`config.mk`:
```
export PLATFORM = sky130hd
export DESIGN_NAME = ss_ref_ramp
export DESIGN_NICKNAME = d
export VERILOG_FILES = /design/src/rtl/ss_ref_ramp.sv
export SDC_FILE = /design/constraint.sdc
export NUM_CORES = 1
export LEC_CHECK = 0
export BUFFER_PORTS_ARGS = -buffer_cell sky130_fd_sc_hd__buf_2
export CAP_MARGIN = 20
export CORE_MARGIN = 8
export CORE_UTILIZATION = 52
export DETAILED_ROUTE_END_ITERATION = 7
export PLACE_DENSITY = 0.78
export SETUP_SLACK_MARGIN = 0.2
export SLEW_MARGIN = 5
export SYNTH_ARGS = -nofsm -noshare
export SYNTH_HDL_FRONTEND = slang
export SYNTH_SLANG_ARGS = --single-unit
```
`constraint.sdc`:
```
create_clock -name clk -period 1.7 [get_ports clk]
set_input_delay 0 -clock clk [delete_from_list [all_inputs] [get_ports clk]]
set_output_delay 0 -clock clk [all_outputs]
set_load 0.05 [all_outputs]
```
`src/rtl/ss_ref_ramp.sv`:
```
module ss_ref_ramp #(
  parameter int CODE_W     = 7,
  parameter int STEP_TICKS = 16,
  parameter int RAMP_TICKS = 2047
) (
  input  logic              clk,
  input  logic              rst_n,
  input  logic              en,
  input  logic              start,
  input  logic              tick,
  output logic [CODE_W-1:0] ref_code,
  output logic              done
);
  localparam int FULL  = (1 << CODE_W) - 1;
  localparam int CNT_W = $clog2(RAMP_TICKS + 1);

  logic              running;
  logic [CNT_W-1:0]  cnt;
  logic [CODE_W-1:0] code;

  wire [CNT_W-1:0] cnt_nx   = cnt + 1'b1;
  wire             last_tk  = (cnt_nx == CNT_W'(RAMP_TICKS));
  wire             step_hit = ((cnt_nx % CNT_W'(STEP_TICKS)) == '0) && (code < CODE_W'(FULL - 1));
  wire             count_en = running && tick;

  always_ff @(posedge clk or negedge rst_n) begin
    if (!rst_n) begin
      running <= 1'b0;
      cnt     <= '0;
      code    <= '0;
      done    <= 1'b0;
    end else if (!en) begin
      running <= 1'b0;
      cnt     <= '0;
      code    <= '0;
      done    <= 1'b0;
    end else if (start) begin
      running <= 1'b1;
      cnt     <= '0;
      code    <= '0;
      done    <= 1'b0;
    end else if (count_en) begin
      cnt <= cnt_nx;
      if (step_hit || last_tk) code <= code + 1'b1;
      if (last_tk) begin
        running <= 1'b0;
        done    <= 1'b1;
      end
    end
  end

  assign ref_code = code;

  initial begin
    assert (RAMP_TICKS > STEP_TICKS * (FULL - 1))
      else $error("ramp length too short for step count");
  end

  // monotonic by single steps, or cleared to zero
  p_unit_step_r9: assert property (@(posedge clk) disable iff (!rst_n)
    (ref_code != $past(ref_code)) |-> (ref_code == '0) || (ref_code == $past(ref_code) + 1'b1));

  // a non-zero change needs a tick in the previous cycle
  p_tick_only_r6: assert property (@(posedge clk) disable iff (!rst_n)
    (ref_code != $past(ref_code)) && (ref_code != '0) |-> $past(tick) && $past(en));

  // completed ramp holds until start or disable
  p_hold_full_r5: assert property (@(posedge clk) disable iff (!rst_n)
    done && en && !start |=> done && (ref_code == CODE_W'(FULL)));

  // done only at full scale
  p_done_full_r5: assert property (@(posedge clk) disable iff (!rst_n)
    done |-> ref_code == CODE_W'(FULL));

  // disable clears outputs
  p_en_clear_r8: assert property (@(posedge clk) disable iff (!rst_n)
    !en |=> (ref_code == '0) && !done);

  // start clears outputs
  p_start_clear_r7: assert property (@(posedge clk) disable iff (!rst_n)
    start |=> (ref_code == '0) && !done);
endmodule

```
## Word level (Yosys, flattened, before mapping)

Index checks and enable logic that the tools add are counted.

| storage, ports and cells | value |
|---|---|
| register bits after elaboration | 20 |
| bits of input ports | 5 |
| logic and storage cells | 32 |

| operators by class | value |
|---|---|
| add/sub/neg operators | 2 |
| magnitude comparators | 1 |
| eq/ne operators | 4 |
| multiplexer cells | 15 |
| reductions and logical operators | 6 |

Operators by type and width:

| operator | number |
|---|---|
| $mux 11 | 3 |
| $mux 7 | 4 |
| $add 11x1->11 const B | 1 |
| $eq 11x11->1 const B | 1 |
| $logic_not 11->1 | 1 |
| $ne 3x1->1 const B | 3 |
| $mux 1 | 8 |
| $add 7x1->7 const B | 1 |
| $lt 7x7->1 const B | 1 |
| $reduce_and 2->1 | 2 |
| $logic_and 1x1->1 | 2 |
| $logic_or 1x1->1 | 1 |

## Logic depth before layout (Yosys ltp)

| depth | value |
|---|---|
| word-level depth | 8 |
| depth in mapped cells | 7 |
| mapped depth without buffers | 6 |

## Least setup slack after synthesis

Ideal clock, no wire load.

| timing path | value |
|---|---|
| path type | register to register |
| from | register code[2] (netlist: ref_code[2]) |
| to | register code[0] (netlist: ref_code[0]) |
| library setup time | 0.079 ns |
| arrival | 1.859 ns |
| required time | 1.621 ns |
| path slack | -0.239 ns |
| cell stages (with the launch flop) | 6 |
| path through | dfrtp_1 nand3_1 nor2_1 a311oi_4 a31oi_1 mux2i_1 |

| on the way | value |
|---|---|
| word-level cells in the longest chain between the ends | 5 |

RTL lines:

| element | RTL line | RTL |
|---|---|---|
| start, declared | 19 | `logic [CODE_W-1:0] code;` |
| start signal, assigned | 44 | `if (step_hit \|\| last_tk) code <= code + 1'b1;` |
| $lt 7x7->1 | 23 | `wire step_hit = ((cnt_nx % CNT_W'(STEP_TICKS)) == '0) && (code < CODE_W'(FULL - 1));` |
| $logic_and 1x1->1 | 23 |  |
| $logic_or 1x1->1 | 44 |  |
| $ne 3x1->1 (no line) | -- |  |
| $reduce_and 2->1 (no line) | -- |  |

Every way passes these cells.
A chain may end at the register's enable or synchronous reset.

## Worst setup path after layout

| timing path | value |
|---|---|
| from | register cnt[1] |
| to | register code[3] (netlist: ref_code[3]) |

| on the way | value |
|---|---|
| word-level cells in the longest chain between the ends | 6 |
| elaborated cells between the ends (all ways) | 7 |
| classes of those cells | add/sub (1); eq/ne (2); reduce/logical (4) |

RTL lines:

| element | RTL line | RTL |
|---|---|---|
| start, declared | 18 | `logic [CNT_W-1:0] cnt;` |
| start signal, assigned | 43 | `cnt <= cnt_nx;` |
| $add 11x1->11 (*) | 21 | `wire [CNT_W-1:0] cnt_nx = cnt + 1'b1;` |
| $logic_not 11->1 | 23 |  |
| $logic_and 1x1->1 | 23 |  |
| $logic_or 1x1->1 (*) | 44 |  |
| $ne 3x1->1 (no line) (*) | -- |  |
| $reduce_and 2->1 (no line) (*) | -- |  |

Every way passes the cells marked *; elsewhere a longest branch is shown, timed or not.

==> impl_metrics.tcl <==
set metrics [dict create \
    outcome "finished with violations" \
    violations "negative setup slack" \
    worstPathRequired_ps 1920 \
    start_util_pct 53.69 \
    antenna_cells 0 \
    peakVddDrop_uv 397.1 \
    gp_congestion 0.8420 \
    synth_flop_cell "dfrtp_1" \
    cts_tree "done" \
    fmax_mhz 577.6 \
    critPathMaxStageDelay_ps 440 \
    placedCellCount 190 \
    grt.total_usage_pct 16.05 \
    hold_viol 0 \
    place_hpwl_microns 2255 \
    synth_edf_count 0 \
    crit_type "reg2reg" \
    dr.pass1.iters 5 \
    grt_max_degree 21 \
    ys_ff_latch 20 \
    grt_pass1_wl_microns 5589 \
    fin_util_pct 70.66 \
    drc_errors 0 \
    path_buf_inv 1 \
    dp_slack_ps -30.76 \
    htree_levels 1 \
    syn_nets 152 \
    clk_transition_reported_paths_ps 120 \
    die_w_microns 65.88 \
    syn_avg_cell_area_sq_um 8.984 \
    fin_hold_ws_ps 156.3 \
    yosysSeqAreaShare_pct 38.68 \
    path_max_fanout 6 \
    r2r-start "cnt[1]" \
    port-buffer-count 12 \
    seqCellArea_sq_um 508.0 \
    crit_start "cnt[1]" \
    end_kind "register" \
    wl_per_cell_microns 16.38 \
    hold_class "in2async" \
    cts_buffers 3 \
    dpl_cell_area_sq_mm 0.001484 \
    slew_viol_final 0 \
    core_area_sq_mm 0.002410 \
    rows 18 \
    vias 1224 \
    tns_ps -178.7 \
    stdcell_area_sq_mm 0.001703 \
    netlist_instances 144 \
    total_power_mw 0.8248 \
    period_needed_ps 1731 \
    cap_violations 0 \
    dieArea_sq_mm 0.004340 \
    skew_ps 9.893 \
    clockRootBuffer "clkbuf_4" \
    p_leak_nw 0.7076 \
    critPathSlowestCell "dfrtp_2" \
    fin_ws_ps -31.16 \
    fin_crit_sh_pct 101.8 \
    layout.nets 188 \
    cpLargestDelayFamily "compound AO/OA/AOI/OAI gates" \
    syn-cell-area_sq_mm 0.001294 \
    startpoint_type "register" \
    multi_input_area_sq_um 812.0 \
    setup_viol 8 \
    drive_above_1_share_pct 35.75 \
    synth-warning-count 0 \
    fillers 190 \
    fp.dieH_microns 65.88 \
    regToRegSetupSlack_ps -30 \
    cp.arrival_ps 1960 \
    async_flop_share_pct 100.0 \
    power.density_mw_per_mm2 484.3 \
    clock_sinks 20 \
    routed_wirelength_microns 3423 \
    worst_pin_slew_ps 465.0 \
    rsz0062_at_grt "true" \
    vias_per_cell 5.856 \
    overflow 0 \
    clockBufferDepth 2 \
    grt_pass1_vias 1274 \
    boundaryPins 13 \
    worstSkewPairLatency_ps 310 \
    antenna_left 0 \
    area_delta_synth_final_pct 31.62 \
    relSlewSlack_pct 69.00 \
    drt_iter0_drc 61 \
    antenna_found_initial 0 \
    final_cells 209 \
    path_cells "nand2_2, or3_4, a211oi_4, buf_6, a31oi_4, o211ai_1" \
    synthDistinctLibCells 37 \
]
-- cell usage in the layout, fill, tap and decap left out, types with 2 or more instances in the layout --
cell type,Yosys,final
nand3_4,1,2
a311o_1,5,5
dfrtp_2,0,6
mux2i_1,2,2
a31oi_1,5,4
nor3b_1,3,3
buf_6,1,3
inv_1,4,3
xor2_1,5,5
nand3_1,10,9
o21ai_1,1,4
nand2_1,15,12
and2_1,2,2
a21oi_1,7,6
or3_1,4,3
o211ai_1,4,4
ha_4,0,2
nor2_1,13,12
nand4_1,6,6
clkbuf_4,0,3
dfrtp_1,20,14
xnor2_1,4,4
nand2b_1,4,4
dlygate4sd3_1,0,3
nand2_2,0,2
buf_2,1,13
buf_4,4,22
-- cells by family after synthesis --
group	after synthesis	share of synthesized area, %
XOR/XNOR	9	6.092
AO/OA/AOI/OAI	31	17.99
buffers and inverters	14	5.898
flip-flops	20	38.68
AND/OR/NAND/NOR	65	26.89
adder cells (fa/ha/maj)	3	2.902
multiplexers	2	1.547
-- path summary, 6_finish.rpt --
check / cells after the start / endpoint
worst min register to register: 2 / done
worst min-delay path: 2 / cnt[5]
worst max register to register: 6 / ref_code[3]
min in group clk: 4 / cnt[1]
max in group asynchronous: 2 / ref_code[2]
worst max-delay path: 6 / ref_code[3]
-- cells in the mapped netlist, types with 4 or more instances --
library cell	n	area [sq um]
nand2b_1	4	25.02
nand4_1	6	37.54
inv_1	4	15.01
a31oi_1	5	31.28
nand3_1	10	50.05
a21oi_1	7	35.03
or3_1	4	25.02
nor2_1	13	48.80
a311o_1	5	50.05
xnor2_1	4	35.03
clkbuf_1	4	15.01
nand2_1	15	56.30
xor2_1	5	43.79
o21ai_0	4	20.02
buf_4	4	30.03
o211ai_1	4	30.03
dfrtp_1	20	500.5
-- area by class of cell --
class                   count  area share, %
multi-input cells         110          47.69
well taps                  30          2.204
repair buffers             41          17.27
flip-flops and latches     20          29.83
inverters                   4         0.8817
clock buffers               4          2.131
-- registers in the layout (all words and copies together), names as in the netlist --
name,flops
cnt,11
ref_code,7
done,1
running,1
-- repair_timing --
| action | 4_1_cts | 5_1_grt |
|---|---|---|
| gates resized for setup | 10 | 11 |
| buffers inserted | 5 | 5 |
| gates cloned | 2 | 0 |
| pin swaps | 2 | 14 |
| hold buffers | 3 | 0 |
| setup endpoints to repair | 11 | 12 |
| hold endpoints to repair | 21 | 0 |
-- power breakdown --
group	leakage (nW)	total (mW)	internal, mW	switching [mW]
Combinational	0.419	0.0579	0.0239	0.0340
Sequential	0.268	0.483	0.479	0.00385
Clock	0.0210	0.284	0.131	0.154
-- routing by layer --
layer,global-route usage (%),share of wire [%]
met2,29.72,53
met4,6.540,1.7
met3,2.373,3.7
met5,0,0
met1,17.68,41
(Power assumes the default switching activity.)
